File: src/rtl/lps_pkg.sv
// Shared helpers for the list path selection sorter.
// Assumes list sizes of 2 or 4, so candidate counts are powers of two.
package lps_pkg;

    // Width of an index that counts n items (at least 1 bit).
    function automatic int unsigned idx_w(input int unsigned n);
        return (n <= 1) ? 1 : $clog2(n);
    endfunction

endpackage

File: src/rtl/lps_capture.sv
// Pipeline register in front of the sorter.
// Applies the active-path mask: both candidates of an inactive path are
// replaced by the all-ones metric before being stored. The register loads
// only when in_valid is high; otherwise it holds its contents.
module lps_capture #(
    parameter int unsigned LIST_SIZE = 4,
    parameter int unsigned METRIC_W  = 13,
    localparam int unsigned N_CAND   = 2 * LIST_SIZE
) (
    input  logic                         clk,
    input  logic                         rst_n,
    input  logic                         in_valid,
    input  logic [N_CAND*METRIC_W-1:0]   in_metrics,
    input  logic [LIST_SIZE-1:0]         path_active,
    output logic                         held_valid,
    output logic [N_CAND*METRIC_W-1:0]   held_metrics
);

    logic [N_CAND*METRIC_W-1:0] masked;

    // Force metrics of inactive paths to the worst value.
    for (genvar c = 0; c < N_CAND; c++) begin : g_mask
        assign masked[c*METRIC_W +: METRIC_W] =
            path_active[c/2] ? in_metrics[c*METRIC_W +: METRIC_W]
                             : {METRIC_W{1'b1}};
    end

    // Capture the masked vector on a valid cycle; hold otherwise.
    always_ff @(posedge clk) begin
        if (!rst_n) begin
            held_valid   <= 1'b0;
            held_metrics <= '0;
        end else begin
            held_valid <= in_valid;
            if (in_valid) begin
                held_metrics <= masked;
            end
        end
    end

endmodule

File: src/rtl/lps_rank.sv
// Pairwise comparator matrix and rank counters.
// One magnitude comparator per unordered candidate pair (i<j): i beats j
// when its metric is less than or equal to j's (ties go to the lower index).
// A candidate's rank is the number of candidates that beat it, giving a
// permutation of 0..N_CAND-1.
module lps_rank #(
    parameter int unsigned N_CAND   = 8,
    parameter int unsigned METRIC_W = 13,
    parameter int unsigned RANK_W   = 3
) (
    input  logic [N_CAND*METRIC_W-1:0] metrics,
    output logic [N_CAND*RANK_W-1:0]   ranks
);

    // beat[c*N_CAND + d] is 1 when candidate d beats candidate c.
    logic [N_CAND*N_CAND-1:0] beat;

    for (genvar i = 0; i < N_CAND; i++) begin : g_row
        for (genvar j = 0; j < N_CAND; j++) begin : g_col
            if (i == j) begin : g_diag
                assign beat[i*N_CAND + j] = 1'b0;
            end else if (i < j) begin : g_cmp
                // Shared comparator for the pair (i, j).
                logic i_wins;
                assign i_wins = metrics[i*METRIC_W +: METRIC_W]
                             <= metrics[j*METRIC_W +: METRIC_W];
                assign beat[j*N_CAND + i] = i_wins;
                assign beat[i*N_CAND + j] = ~i_wins;
            end
        end
    end

    // Count how many candidates beat each candidate.
    for (genvar c = 0; c < N_CAND; c++) begin : g_cnt
        always_comb begin
            logic [RANK_W-1:0] cnt;
            cnt = '0;
            for (int d = 0; d < N_CAND; d++) begin
                cnt = cnt + RANK_W'(beat[c*N_CAND + d]);
            end
            ranks[c*RANK_W +: RANK_W] = cnt;
        end
    end

endmodule

File: src/rtl/lps_place.sv
// Places the best LIST_SIZE candidates into output slots by rank.
// Assumes ranks form a permutation, so exactly one candidate matches each
// slot; the selection is an AND-OR multiplexer over all candidates.
module lps_place #(
    parameter int unsigned LIST_SIZE = 4,
    parameter int unsigned METRIC_W  = 13,
    parameter int unsigned RANK_W    = 3,
    parameter int unsigned PIDX_W    = 2,
    localparam int unsigned N_CAND   = 2 * LIST_SIZE
) (
    input  logic [N_CAND*METRIC_W-1:0]    metrics,
    input  logic [N_CAND*RANK_W-1:0]      ranks,
    output logic [LIST_SIZE*PIDX_W-1:0]   slot_parent,
    output logic [LIST_SIZE-1:0]          slot_bit,
    output logic [LIST_SIZE*METRIC_W-1:0] slot_metric
);

    for (genvar s = 0; s < LIST_SIZE; s++) begin : g_slot
        logic [RANK_W-1:0]   cand;
        logic [METRIC_W-1:0] met;

        // Select the candidate whose rank equals this slot number.
        always_comb begin
            cand = '0;
            met  = '0;
            for (int c = 0; c < N_CAND; c++) begin
                if (ranks[c*RANK_W +: RANK_W] == RANK_W'(s)) begin
                    cand = cand | RANK_W'(c);
                    met  = met | metrics[c*METRIC_W +: METRIC_W];
                end
            end
        end

        assign slot_parent[s*PIDX_W +: PIDX_W]     = cand[RANK_W-1:1];
        assign slot_bit[s]                         = cand[0];
        assign slot_metric[s*METRIC_W +: METRIC_W] = met;
    end

endmodule

File: src/rtl/list_path_selector.sv
// List path selection sorter.
// Takes 2*LIST_SIZE candidate metrics (path p, bit b at flat index 2p+b),
// registers them with the active mask applied, and in the following cycle
// presents the LIST_SIZE smallest in ascending order with parent index and
// decided bit. Assumes LIST_SIZE is 2 or 4.
module list_path_selector #(
    parameter int unsigned LIST_SIZE = 4,
    parameter int unsigned METRIC_W  = 13,
    localparam int unsigned N_CAND   = 2 * LIST_SIZE,
    localparam int unsigned PIDX_W   = lps_pkg::idx_w(LIST_SIZE),
    localparam int unsigned RANK_W   = lps_pkg::idx_w(N_CAND)
) (
    input  logic                          clk,
    input  logic                          rst_n,
    input  logic                          in_valid,
    input  logic [N_CAND*METRIC_W-1:0]    in_metrics,
    input  logic [LIST_SIZE-1:0]          path_active,
    output logic                          out_valid,
    output logic [LIST_SIZE*PIDX_W-1:0]   out_parent,
    output logic [LIST_SIZE-1:0]          out_bit,
    output logic [LIST_SIZE*METRIC_W-1:0] out_metric
);

    logic                       held_valid;
    logic [N_CAND*METRIC_W-1:0] held_metrics;
    logic [N_CAND*RANK_W-1:0]   ranks;

    lps_capture #(
        .LIST_SIZE (LIST_SIZE),
        .METRIC_W  (METRIC_W)
    ) i_capture (
        .clk          (clk),
        .rst_n        (rst_n),
        .in_valid     (in_valid),
        .in_metrics   (in_metrics),
        .path_active  (path_active),
        .held_valid   (held_valid),
        .held_metrics (held_metrics)
    );

    lps_rank #(
        .N_CAND   (N_CAND),
        .METRIC_W (METRIC_W),
        .RANK_W   (RANK_W)
    ) i_rank (
        .metrics (held_metrics),
        .ranks   (ranks)
    );

    lps_place #(
        .LIST_SIZE (LIST_SIZE),
        .METRIC_W  (METRIC_W),
        .RANK_W    (RANK_W),
        .PIDX_W    (PIDX_W)
    ) i_place (
        .metrics     (held_metrics),
        .ranks       (ranks),
        .slot_parent (out_parent),
        .slot_bit    (out_bit),
        .slot_metric (out_metric)
    );

    assign out_valid = held_valid;

endmodule

File: config.mk
export PLATFORM = sky130hd
export DESIGN_NAME = list_path_selector
export DESIGN_NICKNAME = d
export VERILOG_FILES = /design/src/rtl/lps_pkg.sv /design/src/rtl/lps_capture.sv /design/src/rtl/lps_rank.sv /design/src/rtl/lps_place.sv /design/src/rtl/list_path_selector.sv
export SDC_FILE = /design/constraint.sdc
export NUM_CORES = 1
export LEC_CHECK = 0
export BUFFER_PORTS_ARGS = -buffer_cell sky130_fd_sc_hd__buf_2
export CAP_MARGIN = 20
export CELL_PAD_IN_SITES_DETAIL_PLACEMENT = 1
export CELL_PAD_IN_SITES_GLOBAL_PLACEMENT = 2
export CORE_ASPECT_RATIO = 0.75
export CORE_UTILIZATION = 38
export CTS_CLUSTER_DIAMETER = 100
export DETAILED_ROUTE_END_ITERATION = 6
export PLACE_DENSITY = 0.85
export SLEW_MARGIN = 20
export SYNTH_ARGS = -nofsm -noshare
export SYNTH_HDL_FRONTEND = slang
export SYNTH_HIERARCHICAL = 1
export SYNTH_SLANG_ARGS = --single-unit
File: constraint.sdc
create_clock -name clk -period 6.25 [get_ports clk]
set_input_delay 0.9375 -clock clk [delete_from_list [all_inputs] [get_ports clk]]
set_output_delay 0.9375 -clock clk [all_outputs]
set_load 0.01 [all_outputs]
== After elaboration in Yosys (flattened, before gate mapping) ==
Cells that the tools add are included.
Operators by class
  $add $sub $neg: 48
  order comparisons: 28
  equal/unequal tests: 24
  muxes and demuxes: 68
  bitwise gates (word level): 56
  reductions and logical operators: 8
Operators by type and width (number)
  $mux W13: 40
  $le A13 B13 Y1: 28
  $or A13 B13 Y13: 28
  $add A3 B1 Y3: 40
  $eq A3 B2 Y1 const B: 16
  $mux W3: 16
  $not A1 Y1: 28
  $eq A3 B1 Y1 const B: 8
  $logic_not A3 Y1: 8
  $add A1 B1 Y2: 8
  $mux W2: 8
  $mux W1: 4
Word-level totals
  register bits: 105
  input bits: 111
  output and inout bits: 65
  logic and storage cells: 234

== Longest topological paths before layout ==
  word-level depth: 24
  mapped depth: 18
  mapped depth without buffers: 16

== Hierarchy ==
Netlist, hierarchy kept.
By module, submodules not included
  lps_rank: times used 1, cells an instance 1054, area each 8954.8 um^2, seq. area each 0.0 um^2
  lps_capture: times used 1, cells an instance 254, area each 3492.1 um^2, seq. area each 2102.0 um^2
  lps_place: times used 1, cells an instance 383, area each 2647.5 um^2, seq. area each 0.0 um^2

== Worst setup path before layout ==
OpenSTA, ideal clock, no wires.
  path type: register -> output
  start: register i_capture.held_metrics[55]
  end: output out_metric[38]
  arrival: 4.548 ns
  data required time: 5.312 ns
  slack: 0.765 ns
  stages on the path, launching flop included: 17
  path buffers: 1
  cells stage by stage: dfxtp_1 inv_1 ha_1 a21oi_1 a21boi_0 o31ai_1 o21ai_0 o21ai_0 fa_1 fa_1 inv_1 fa_1 fa_1 nor3b_1 buf_2 a22oi_1 nand4_1
On the way
  elaborated cells on any way between the ends: 68
RTL lines
  from (decl): RTL line lps_capture.sv:16  | output logic [N_CAND*METRIC_W-1:0] held_metrics
  from (signal assigned): RTL line lps_capture.sv:36  | held_metrics <= masked;
  $le A13 B13 Y1 *: RTL line lps_rank.sv:26  | <= metrics[j*METRIC_W +: METRIC_W];
  $not A1 Y1 *: RTL line lps_rank.sv:28  | assign beat[i*N_CAND + j] = ~i_wins;
  $add A3 B1 Y3 * (4 in series): RTL line lps_rank.sv:39  | cnt = cnt + RANK_W'(beat[c*N_CAND + d]);
  via ranks[7]: RTL line list_path_selector.sv:26  | logic [N_CAND*RANK_W-1:0] ranks;
  $eq A3 B2 Y1 *: RTL line lps_place.sv:27  | if (ranks[c*RANK_W +: RANK_W] == RANK_W'(s)) begin
  $mux W13 *: RTL line lps_place.sv:27
  $or A13 B13 Y13: RTL line lps_place.sv:29  | met = met | metrics[c*METRIC_W +: METRIC_W];
  $mux W13 *: RTL line lps_place.sv:27
  $or A13 B13 Y13: RTL line lps_place.sv:29
  $mux W13 *: RTL line lps_place.sv:27
  $or A13 B13 Y13: RTL line lps_place.sv:29
  $mux W13 *: RTL line lps_place.sv:27
  $or A13 B13 Y13: RTL line lps_place.sv:29
  $mux W13 *: RTL line lps_place.sv:27
  $or A13 B13 Y13: RTL line lps_place.sv:29
  $mux W13 *: RTL line lps_place.sv:27
  to (decl): RTL line list_path_selector.sv:21  | output logic [LIST_SIZE*METRIC_W-1:0] out_metric
The timed path passes the listed nets; every way through them passes the cells marked *.

== Final worst setup path ==
  start: register i_capture.held_metrics[96]
  end: output out_metric[10]
On the way
  elaborated cells on any way between the ends: 50
RTL lines (RTL line)
  $le A13 B13 Y1 *: lps_rank.sv:26
  $not A1 Y1 *: lps_rank.sv:28
  $add A3 B1 Y3 *: lps_rank.sv:39
  via ranks[19]: list_path_selector.sv:26
  $logic_not A3 Y1 *: lps_place.sv:27
  $mux W13 *: lps_place.sv:27
  $or A13 B13 Y13: lps_place.sv:29
  $mux W13 *: lps_place.sv:27
Marked as above.

==> reports/qor.csv <==
stage;metric;value;unit
final_layout;commonest non-fill, non-tap cell in the layout;ha_1;
route;Via Count;19049;
sta;Worst Slack Setup Final;-0.0844;ns
setup_path;Critical Path Sink Type;primary output;
hold_path;min-delay worst type;flop to flop;
place;Place WS;-0.0796;ns
grt;largest net degree at the start of global routing;69;
grt;vias in the first global route;18695;
sta;Max Freq;158;MHz
final_layout;commonest cells after routing, fill and taps aside;ha_1 (332), buf_4 (291), buf_2 (169);
synthesis;#FFs+latches synth;105;
sta;RSZ-0062 raised after global routing;true;
floorplan;DIE WIDTH;232;um
setup_path;max incr delay on CP;0.51;ns
floorplan;io pins;176;
route;Vias/cell;7.04;
final_layout;layout cell share with drive strength beyond 1;44.8;%
floorplan;Starting Density;39.0;%
synthesis;fraction of registers with async set/reset;0;%
synthesis;Post-Syn Area;15100;um^2
setup_path;CP startpoint kind;flop;
clock_tree;CTS tree;done;
grt;first-pass GRT wire length;131000;um
grt;initial antenna violation count;2;
final_layout;Core Util, Final;55.9;%
clock_tree;Worst-Skew Late Latency;0.40;ns
synthesis;Yosys top cell by area;ha_1;
setup_path;CP cell instances;clkinvlp_4 -> buf_6 -> ha_4 -> nand4_1 -> a311oi_2 -> a2111oi_4 -> a41oi_2 -> fa_1 -> fa_1 -> inv_2 -> fa_2 -> inv_2 -> fa_1 -> buf_6 -> nor3_4 -> buf_6 -> buf_12 -> a22oi_2 -> nand4_1 -> buf_2;
floorplan;Core Region;38700;um^2
clock_tree;Num Clock Sinks;105;
route;WL final;96200;um
route;DRC viols;0;
route;initial drt markers;2371;
synthesis;Post-synth EDFFs;0;
grt;Tot GR Track Use;45.3;%
synthesis;sequential share of the synthesized area;13.9;%
setup_path;WP buf/inv;8;
final_layout;final net count;2694;
sta;Max Clock Skew;0;ns
sta;Final Cycle Share;101;%
sta;Slew Viols, Final;0;
floorplan;die height;175;um
synthesis;Cells after Synth;1691;
setup_path;arrival time at the worst endpoint;5.40;ns
synthesis;top-area cell type share of the netlist area;30.2;%
final_layout;Syn-to-layout area delta;43.4;%
synthesis;top_reg_cell synth;dfxtp_1;
place;I/O Buffers;175;
floorplan;die area;40500;um^2
synthesis;synth unique cells;58;
sta;Period minus WS final;6.33;ns
clock_tree;CTS Buf Count;9;
route;1st-pass router iterations;5;
clock_tree;worst-case clock buffer depth;2;
setup_path;critical path class;flop to primary output;
power_and_ir_drop;pwr dens;514;nW/um^2
sta;Setup Viol. Count Final;15;
clock_tree;CTS H-tree depth;3;
final_layout;Reg area;2230;um^2
final_layout;ant diodes;0;
setup_path;CP top delay family;adder cells;
setup_path;Slowest-stage cell, CP;fa_1;
route;Antenna Nets Post-Route;0;
clock_tree;root buf cell;clkbuf_16;
sta;Max-slew headroom;24.6;%
setup_path;crit-path max FO;5;
grt;grt ovf;0;
floorplan;row count;62;
final_layout;multi-input logic area;13400;um^2
clock_tree;Clock transition at path regs;0.09;ns
synthesis;Mapped Avg Cell Area;8.93;um^2
power_and_ir_drop;Max VDD drop;329;uV
synthesis;Post-Syn Nets;2198;
synthesis;Yosys warning total;6;
place;Final GP Congestion;1.07;
synthesis;ranking of synthesized cells by area;ha_1 (30%), dfxtp_1 (14%), a22oi_1 (10%);
place;hpwl dp;74900;um
route;DR WL/cell;35.6;um
status;status;finished with violations;
sta;endpoints failing hold;0;
status;failing checks;setup timing;
power_and_ir_drop;leak pwr;9.61;nW
final_layout;number of fill cells in the layout;4369;
sta;worst slew pin tran;1.13;ns
setup_path;WP data required;5.31;ns
run;max-cap violation count;0;
## cells in the mapped netlist, types with 27 or more instances
library cell / number
a22oi_1: 204
nor2_1: 36
a21oi_1: 111
dfxtp_1: 105
fa_1: 32
nand4_1: 98
o21ai_0: 27
buf_2: 39
o221a_2: 80
nor2b_1: 48
inv_1: 123
nand2_1: 47
nand3_1: 79
ha_1: 364
## worst min-delay path, stage by stage (launching register included)
cell	delay, ns
dfxtp_1	0.32
o21ai_0	0.14
a31oi_1	0.05
## layout make-up
type / instances / area share (%)
clock buffer: 9 / 1.04
clock inverter: 7 / 0.422
inverter: 123 / 2.31
multi-input combinational: 1393 / 62.1
sequential: 105 / 10.3
tap: 512 / 2.96
timing repair buffer: 555 / 20.8
## registers in the layout, summed over array words and instances, names as in the netlist
signal,count
i_capture/held_metrics,104
i_capture/held_valid,1
## routing by layer
metal | up-vias | global-route usage, % | wire length (um)
li1 | 7825 | - | -
met1 | 9475 | 60.4 | 38400
met2 | 1389 | 63.1 | 38200
met3 | 356 | 14.7 | 13000
met4 | 4 | 27.0 | 6530
met5 | - | 0 | 22
## per-stage QoR
stage	instance area, um^2	cells	hold slack (ns)	power, mW	TNS [ns]
2_1_floorplan	15100	1691	0.506	4.55	0
3_3_place_gp	18900	2612	0.521	8.52	-3.24
3_5_place_dp	18900	2612	0.533	8.68	-0.427
4_1_cts	20000	2652	0.544	9.75	-0.000157
5_1_grt	21600	2704	0.584	11.4	-4.31
6_report	21600	2704	0.561	11.1	-0.478
## kinds of logic after synthesis
logic type / count (synthesis) / synth area share [%]
compound gates: 596 / 30.5
simple gates: 401 / 15.8
fa+ha+maj: 396 / 34.4
buf+inv: 193 / 5.30
flops: 105 / 13.9
## repair_timing
action	CTS	global route
setup endpoints to repair	64	64
setup buffers	24	52
hold buffers	0	0
gates cloned	0	2
pin swaps	44	103
gates resized for setup	159	272
## path summary, 6_finish.rpt
| check | end | slack [ns] | from | cells after the start |
|---|---|---|---|---|
| worst min register to register | i_capture/held_metrics[50]$_SDFFE_PN0P_ | 0.56 | i_capture/held_metrics[50]$_SDFFE_PN0P_ | 2 |
| worst min-delay path | i_capture/held_metrics[50]$_SDFFE_PN0P_ | 0.56 | i_capture/held_metrics[50]$_SDFFE_PN0P_ | 2 |
| worst max register to register | i_capture/held_metrics[62]$_SDFFE_PN0P_ | 5.08 | i_capture/held_metrics[62]$_SDFFE_PN0P_ | 3 |
| worst max-delay path | out_metric[10] | -0.08 | i_capture/held_metrics[96]$_SDFFE_PN0P_ | 20 |
## where the power goes
part | switching, mW | internal [mW]
clock network | 0.359 | 0.291
registers | 0.0989 | 0.725
logic | 5.59 | 4.07
total | 6.04 | 5.08
Power figures use the tool's default switching activity.
